### src/rtl/codec_link_port.sv
module codec_link_port #(
  parameter int DW    = 16,
  parameter int DEPTH = 16
) (
  input  logic                clk,
  input  logic                rst_n,
  input  logic                en,
  input  logic                sclk,
  input  logic                fsync,
  input  logic                sdin,
  output logic                sdout,
  output logic                aux_lrclk,
  output logic                aux_sdo_a,
  output logic                aux_sdo_b,
  input  logic [2:0]          play_valid,
  input  logic [3*2*DW-1:0]   play_data,
  output logic [2:0]          play_ready,
  output logic [1:0]          cap_valid,
  output logic [2*2*DW-1:0]   cap_data,
  input  logic [1:0]          cap_ready,
  output logic [2:0]          underrun,
  output logic [1:0]          overrun
);
  localparam int FW    = 2 * DW;
  localparam int SLOT  = 2 * DW;
  localparam int FRAME = 2 * SLOT;
  localparam int PW    = $clog2(FRAME);
  localparam int AW    = $clog2(DEPTH);
  localparam int NF    = 5;
  localparam logic [PW-1:0] P_LAST  = PW'(FRAME - 1);
  localparam logic [PW-1:0] P_ADC_R = PW'(SLOT + DW - 1);
  localparam logic [PW-2:0] Q_ADC   = (PW-1)'(DW - 1);
  localparam logic [PW-2:0] Q_RET   = (PW-1)'(SLOT - 1);

  function automatic logic pri_bit(input logic [FW-1:0] w, input logic [PW-1:0] p);
    int q;
    int i;
    logic [FW-1:0] t;
    q = int'(p[PW-2:0]);
    if (q >= DW) return 1'b0;
    i = p[PW-1] ? (DW - 1 - q) : (FW - 1 - q);
    t = w >> i;
    return t[0];
  endfunction

  function automatic logic aux_bit(input logic [FW-1:0] w, input logic [PW-1:0] p);
    int q;
    int i;
    logic [FW-1:0] t;
    q = int'(p[PW-2:0]);
    if (q < DW) return 1'b0;
    i = p[PW-1] ? (FW - 1 - q) : (FW + DW - 1 - q);
    t = w >> i;
    return t[0];
  endfunction

  logic [2:0] sclk_p;
  logic [1:0] fs_p, din_p;
  always_ff @(posedge clk) begin
    if (!rst_n) begin
      sclk_p <= '0;
      fs_p   <= '0;
      din_p  <= '0;
    end else begin
      sclk_p <= {sclk_p[1:0], sclk};
      fs_p   <= {fs_p[0], fsync};
      din_p  <= {din_p[0], sdin};
    end
  end

  wire rise = sclk_p[1] & ~sclk_p[2];
  wire fall = ~sclk_p[1] & sclk_p[2];

  logic          fs_prev, locked;
  logic [PW-1:0] pos;
  wire           lock_now = en & ~locked & fall & fs_p[1] & ~fs_prev;
  wire           active   = en & (locked | lock_now);
  wire [PW-1:0]  pos_f    = lock_now ? '0 : pos;
  wire [PW-1:0]  pos_n    = pos + 1'b1;
  wire [PW-2:0]  q_f      = pos_f[PW-2:0];
  wire           ld_main  = en & locked & rise & (pos == P_LAST);
  wire           ld_aux   = active & fall & (pos_f == '0);
  wire [1:0]     cap_done = {active & fall & (pos_f == P_LAST),
                             active & fall & (pos_f == P_ADC_R)};

  logic [NF-1:0] f_push, f_pop, f_full, f_empty;
  logic [FW-1:0] f_wdata [NF];
  logic [FW-1:0] f_head  [NF];

  for (genvar g = 0; g < NF; g++) begin : g_fifo
    logic [FW-1:0] mem [DEPTH];
    logic [AW:0]   wp, rp;
    assign f_empty[g] = (wp == rp);
    assign f_full[g]  = (wp[AW] != rp[AW]) && (wp[AW-1:0] == rp[AW-1:0]);
    assign f_head[g]  = mem[rp[AW-1:0]];
    always_ff @(posedge clk)
      if (f_push[g]) mem[wp[AW-1:0]] <= f_wdata[g];
    always_ff @(posedge clk) begin
      if (!rst_n || !en) begin
        wp <= '0;
        rp <= '0;
      end else begin
        if (f_push[g]) wp <= wp + 1'b1;
        if (f_pop[g])  rp <= rp + 1'b1;
      end
    end
  end

  logic [DW-1:0] sh, adc_l, ret_l;
  wire  [DW-1:0] sh_n = {sh[DW-2:0], din_p[1]};

  always_comb begin
    for (int s = 0; s < 3; s++) begin
      f_wdata[s]    = play_data[s*FW +: FW];
      f_push[s]     = en & play_valid[s] & ~f_full[s];
      play_ready[s] = en & ~f_full[s];
    end
    f_pop[0]   = ld_main & ~f_empty[0];
    f_pop[1]   = ld_aux & ~f_empty[1];
    f_pop[2]   = ld_aux & ~f_empty[2];
    f_wdata[3] = {adc_l, sh_n};
    f_wdata[4] = {ret_l, sh_n};
    for (int c = 0; c < 2; c++) begin
      f_push[3+c]         = cap_done[c] & ~f_full[3+c];
      f_pop[3+c]          = ~f_empty[3+c] & cap_ready[c];
      cap_valid[c]        = ~f_empty[3+c];
      cap_data[c*FW +: FW] = f_head[3+c];
    end
  end

  logic [FW-1:0] main_w, aux_a_w, aux_b_w;
  wire  [FW-1:0] main_nx = f_empty[0] ? '0 : f_head[0];
  wire  [FW-1:0] a_nx    = f_empty[1] ? '0 : f_head[1];
  wire  [FW-1:0] b_nx    = f_empty[2] ? '0 : f_head[2];

  always_ff @(posedge clk) begin
    if (!rst_n) fs_prev <= 1'b1;
    else if (fall) fs_prev <= fs_p[1];
  end

  always_ff @(posedge clk) begin
    if (!rst_n || !en) begin
      locked    <= 1'b0;
      pos       <= '0;
      sdout     <= 1'b0;
      aux_lrclk <= 1'b0;
      aux_sdo_a <= 1'b0;
      aux_sdo_b <= 1'b0;
      main_w    <= '0;
      aux_a_w   <= '0;
      aux_b_w   <= '0;
      sh        <= '0;
      adc_l     <= '0;
      ret_l     <= '0;
      underrun  <= '0;
      overrun   <= '0;
    end else begin
      if (lock_now) begin
        locked <= 1'b1;
        pos    <= '0;
      end
      if (locked && rise) begin
        pos   <= pos_n;
        sdout <= pri_bit(ld_main ? main_nx : main_w, pos_n);
        if (ld_main) begin
          main_w <= main_nx;
          if (f_empty[0]) underrun[0] <= 1'b1;
        end
      end
      if (active && fall) begin
        aux_lrclk <= ~pos_f[PW-1];
        aux_sdo_a <= aux_bit(ld_aux ? a_nx : aux_a_w, pos_f);
        aux_sdo_b <= aux_bit(ld_aux ? b_nx : aux_b_w, pos_f);
        if (ld_aux) begin
          aux_a_w <= a_nx;
          aux_b_w <= b_nx;
          if (f_empty[1]) underrun[1] <= 1'b1;
          if (f_empty[2]) underrun[2] <= 1'b1;
        end
        sh <= sh_n;
        if (!pos_f[PW-1] && q_f == Q_ADC) adc_l <= sh_n;
        if (!pos_f[PW-1] && q_f == Q_RET) ret_l <= sh_n;
      end
      for (int c = 0; c < 2; c++)
        if (cap_done[c] && f_full[3+c]) overrun[c] <= 1'b1;
    end
  end
endmodule

### config.mk
export PLATFORM = sky130hd
export DESIGN_NAME = codec_link_port
export DESIGN_NICKNAME = d
export VERILOG_FILES = /design/src/rtl/codec_link_port.sv
export SDC_FILE = /design/constraint.sdc
export NUM_CORES = 2
export LEC_CHECK = 0
export CORE_AREA = 3 3 448 539
export DETAILED_ROUTE_END_ITERATION = 16
export DIE_AREA = 0 0 451 542
export PLACE_DENSITY_LB_ADDON = 0.3
export REMOVE_ABC_BUFFERS = 1
export SETUP_SLACK_MARGIN = 0.05
export SLEW_MARGIN = 40
export SYNTH_ARGS = -nofsm -noshare
export SYNTH_HDL_FRONTEND = slang
export SYNTH_SLANG_ARGS = --single-unit
### constraint.sdc
create_clock -name clk -period 7.2 [get_ports clk]
set_input_delay 1.08 -clock clk [delete_from_list [all_inputs] [get_ports clk]]
set_output_delay 1.08 -clock clk [all_outputs]
set_load 0.01 [all_outputs]
==> results.py <==
metrics = {
    "run_status": {
        "outcome": "finished clean",
    },
    "pwr": {
        "vdd.ir_drop.worst_mv": 0.2300,
        "powerDensity_nw_per_um2": 261.3,
        "p_leak_nw": 39.15,
        "finalPower_w": 0.03196,
    },
    "routing": {
        "route.detailed.drc": 0,
        "wl_per_cell_um": 27.91,
        "vias_per_cell": 5.730,
        "drt.antenna.violating_nets": 0,
        "drt_wl_total_um": 239400,
        "drt_first_pass_iters": 7,
        "first_iter_violations": 4637,
        "via_count": 49154,
    },
    "sta": {
        "finalSetupViolCount": 0,
        "rsz0062_at_grt": "no",
        "clock_skew_ns": 0.04998,
        "setup_tns_ns": 0,
        "post-route-period-util_pct": 69.65,
        "max_slew_margin_pct": 44.54,
        "worst_pin_slew_ns": 0.8302,
        "hold_viol": 0,
        "slew_viol_final": 0,
        "min_period_ns": 5.015,
        "clock.fmax_mhz": 199.4,
        "setup_slack_ns": 2.185,
    },
    "grt": {
        "grt_max_degree": 106,
        "grt_antenna_before_repair": 29,
        "grt_first_pass_wirelength_um": 354700,
        "grt_pass1_vias": 51505,
        "gr-total-overflow": 0,
        "grt_usage_pct": 19.60,
    },
    "cts": {
        "ctsHoldBuffers": 0,
        "cts_tree": "built",
        "cts_buffers": 280,
        "h-tree-depth": 5,
        "post_cts_buffers": 0,
        "clock_latency_ns": 0.84,
        "cts_resized": 0,
        "cts.sinks": 2797,
        "cts_root_buf": "clkbuf_16",
        "clk_path_buf_depth": 4,
        "cts.clk_slew.worst_paths_ns": 0.06,
    },
    "layout": {
        "syn_to_final_growth_pct": 14.99,
        "multi_input_comb_area_um2": 24110,
        "design_area_um2": 122300,
        "final_cell_mix": "2,560 x edfxtp_1, 782 x mux4_2, 284 x clkbuf_16",
        "final_common_cell": "edfxtp_1",
        "layout.nets": 5323,
        "ff_latch_area_um2": 81690,
        "fin_cells": 8578,
        "n_fill_cell": 18268,
        "layout-drive-gt1-share_pct": 27.29,
    },
    "placed_design": {
        "place.gp.congestion": 0.7755,
        "place_inst": 8071,
        "dp_worst_setup_slack_ns": 1.454,
        "port_buffers": 184,
        "dp_hpwl_um": 139800,
        "dpl_cell_area_um2": 113500,
    },
    "worst_setup_path": {
        "arrival_ns": 3.93,
        "crit_path_start_kind": "flip-flop",
        "criticalPathCategory": "flip-flop to output port",
        "critPathCaptureType": "output port",
        "slowest_stage": "dfxtp_4",
        "path_cells": "buf_12 > buf_12 > mux4_2 > mux4_2 > clkdlybuf4s50_1",
        "crit_path_max_fanout": 42,
        "slowest_delay_ns": 0.70,
        "required_ns": 6.12,
    },
    "die": {
        "core_area_um2": 236900,
        "num_rows": 196,
        "start_util_pct": 44.90,
        "die_x_um": 451,
        "num_io_pins": 185,
        "die-area_um2": 244400,
        "dieHeight_um": 542,
    },
    "worst_hold_path": {
        "hp-class": "flip-flop to flip-flop",
    },
    "flow_run": {
        "cap_violations": 0,
    },
    "synth": {
        "ys_warn_count": 0,
        "yosysUniqueCellTypes": 74,
        "synth_edf_count": 2560,
        "async_flop_share_pct": 0,
        "syn_avg_cell_area_um2": 22.05,
        "synth-seq-cells": 2797,
        "syn_area_um2": 106400,
        "synthCells": 4824,
        "ys_seq_area_share_pct": 76.74,
        "synthFlopType": "edfxtp_1",
    },
}
-- power breakdown --
| group | switching (W) | internal, W | total (W) |
|---|---|---|---|
| clock | 0.00596 | 0.00803 | 0.0140 |
| sequential | 0.0000127 | 0.0176 | 0.0176 |
| combinational | 0.000219 | 0.000105 | 0.000324 |
-- cells in the mapped netlist, types with 17 or more instances --
cell | number | area, um^2
nand2_1 | 121 | 454.2
buf_4 | 18 | 135.1
xnor2_1 | 29 | 254.0
dfxtp_1 | 237 | 4745
xor2_1 | 43 | 376.6
edfxtp_1 | 2560 | 76870
buf_2 | 59 | 295.3
nor2_1 | 262 | 983.4
a22oi_1 | 82 | 615.6
nor3_1 | 31 | 155.2
ha_1 | 30 | 375.4
a21oi_1 | 52 | 260.3
nand2b_1 | 17 | 106.4
buf_1 | 34 | 127.6
and2_1 | 32 | 200.2
clkbuf_1 | 147 | 551.8
mux4_2 | 782 | 17610
nand4_1 | 23 | 143.9
mux2i_1 | 57 | 570.6
inv_1 | 17 | 63.81
-- worst max-delay path, delay by kind of cell (launching register included) --
| family | cells | cell delay (ns) |
|---|---|---|
| mux | 2 | 1.17 |
| buf+inv | 3 | 1.16 |
| flops | 1 | 0.70 |
-- cell families (layout without fill, tap and decap cells) --
logic type      Yosys count  count (layout)  share of synthesized area (%)
fa+ha+maj                30              30                         0.3529
buf+inv                 285             859                          1.196
mux                     847             847                          17.18
simple gates            546             546                          2.307
xor+xnor                 72              72                         0.5929
compound gates          247             247                          1.636
flops                  2797            2797                          76.74
other cells               0              12                              0
-- worst paths after layout --
path                                 from                    to  slack [ns]  cells after the start
worst min register to register   din_p[0]              din_p[1]        0.43                      1
worst min-delay path             din_p[0]              din_p[1]        0.43                      1
worst max-delay path            flip-flop          cap_data[63]        2.19                      5
worst max register to register     pos[0]  g_fifo[3].mem[4][31]        2.76                      9
-- stage by stage --
stage / hold WS, ns / utilization, %
detailed placement: 0.4183 / 47.91
finish: 0.4307 / 51.63
global placement: 0.4236 / 47.54
floorplan: 0.4118 / -
CTS: 0.4311 / 51.59
global route: 0.4463 / 51.62
-- registers in the layout, summed over array words and instances (netlist names), 15 cells and up, named ones only --
name        flops
g_fifo.rp      25
aux_b_w        32
adc_l          16
aux_a_w        32
ret_l          16
g_fifo.mem   2560
g_fifo.wp      25
main_w         32
sh             15
-- cell type report --
| class | instances | share of cell area, % |
|---|---|---|
| sequential | 2797 | 66.79 |
| multi-input combinational | 1742 | 19.71 |
| clock buffer | 356 | 6.108 |
| tap | 3168 | 3.241 |
| timing repair buffer | 347 | 3.048 |
| clock inverter | 138 | 1.025 |
| inverter | 18 | 0.05524 |
| antenna | 12 | 0.02455 |
-- per-layer routing --
metal,share of wire [%],wire (um),global-route usage (%)
met5,0.079,188,0
met4,2.3,5526,4.940
met3,5.5,13130,3.334
met2,53,127200,34.69
met1,39,93410,25.18
(Power assumes the default switching activity.)
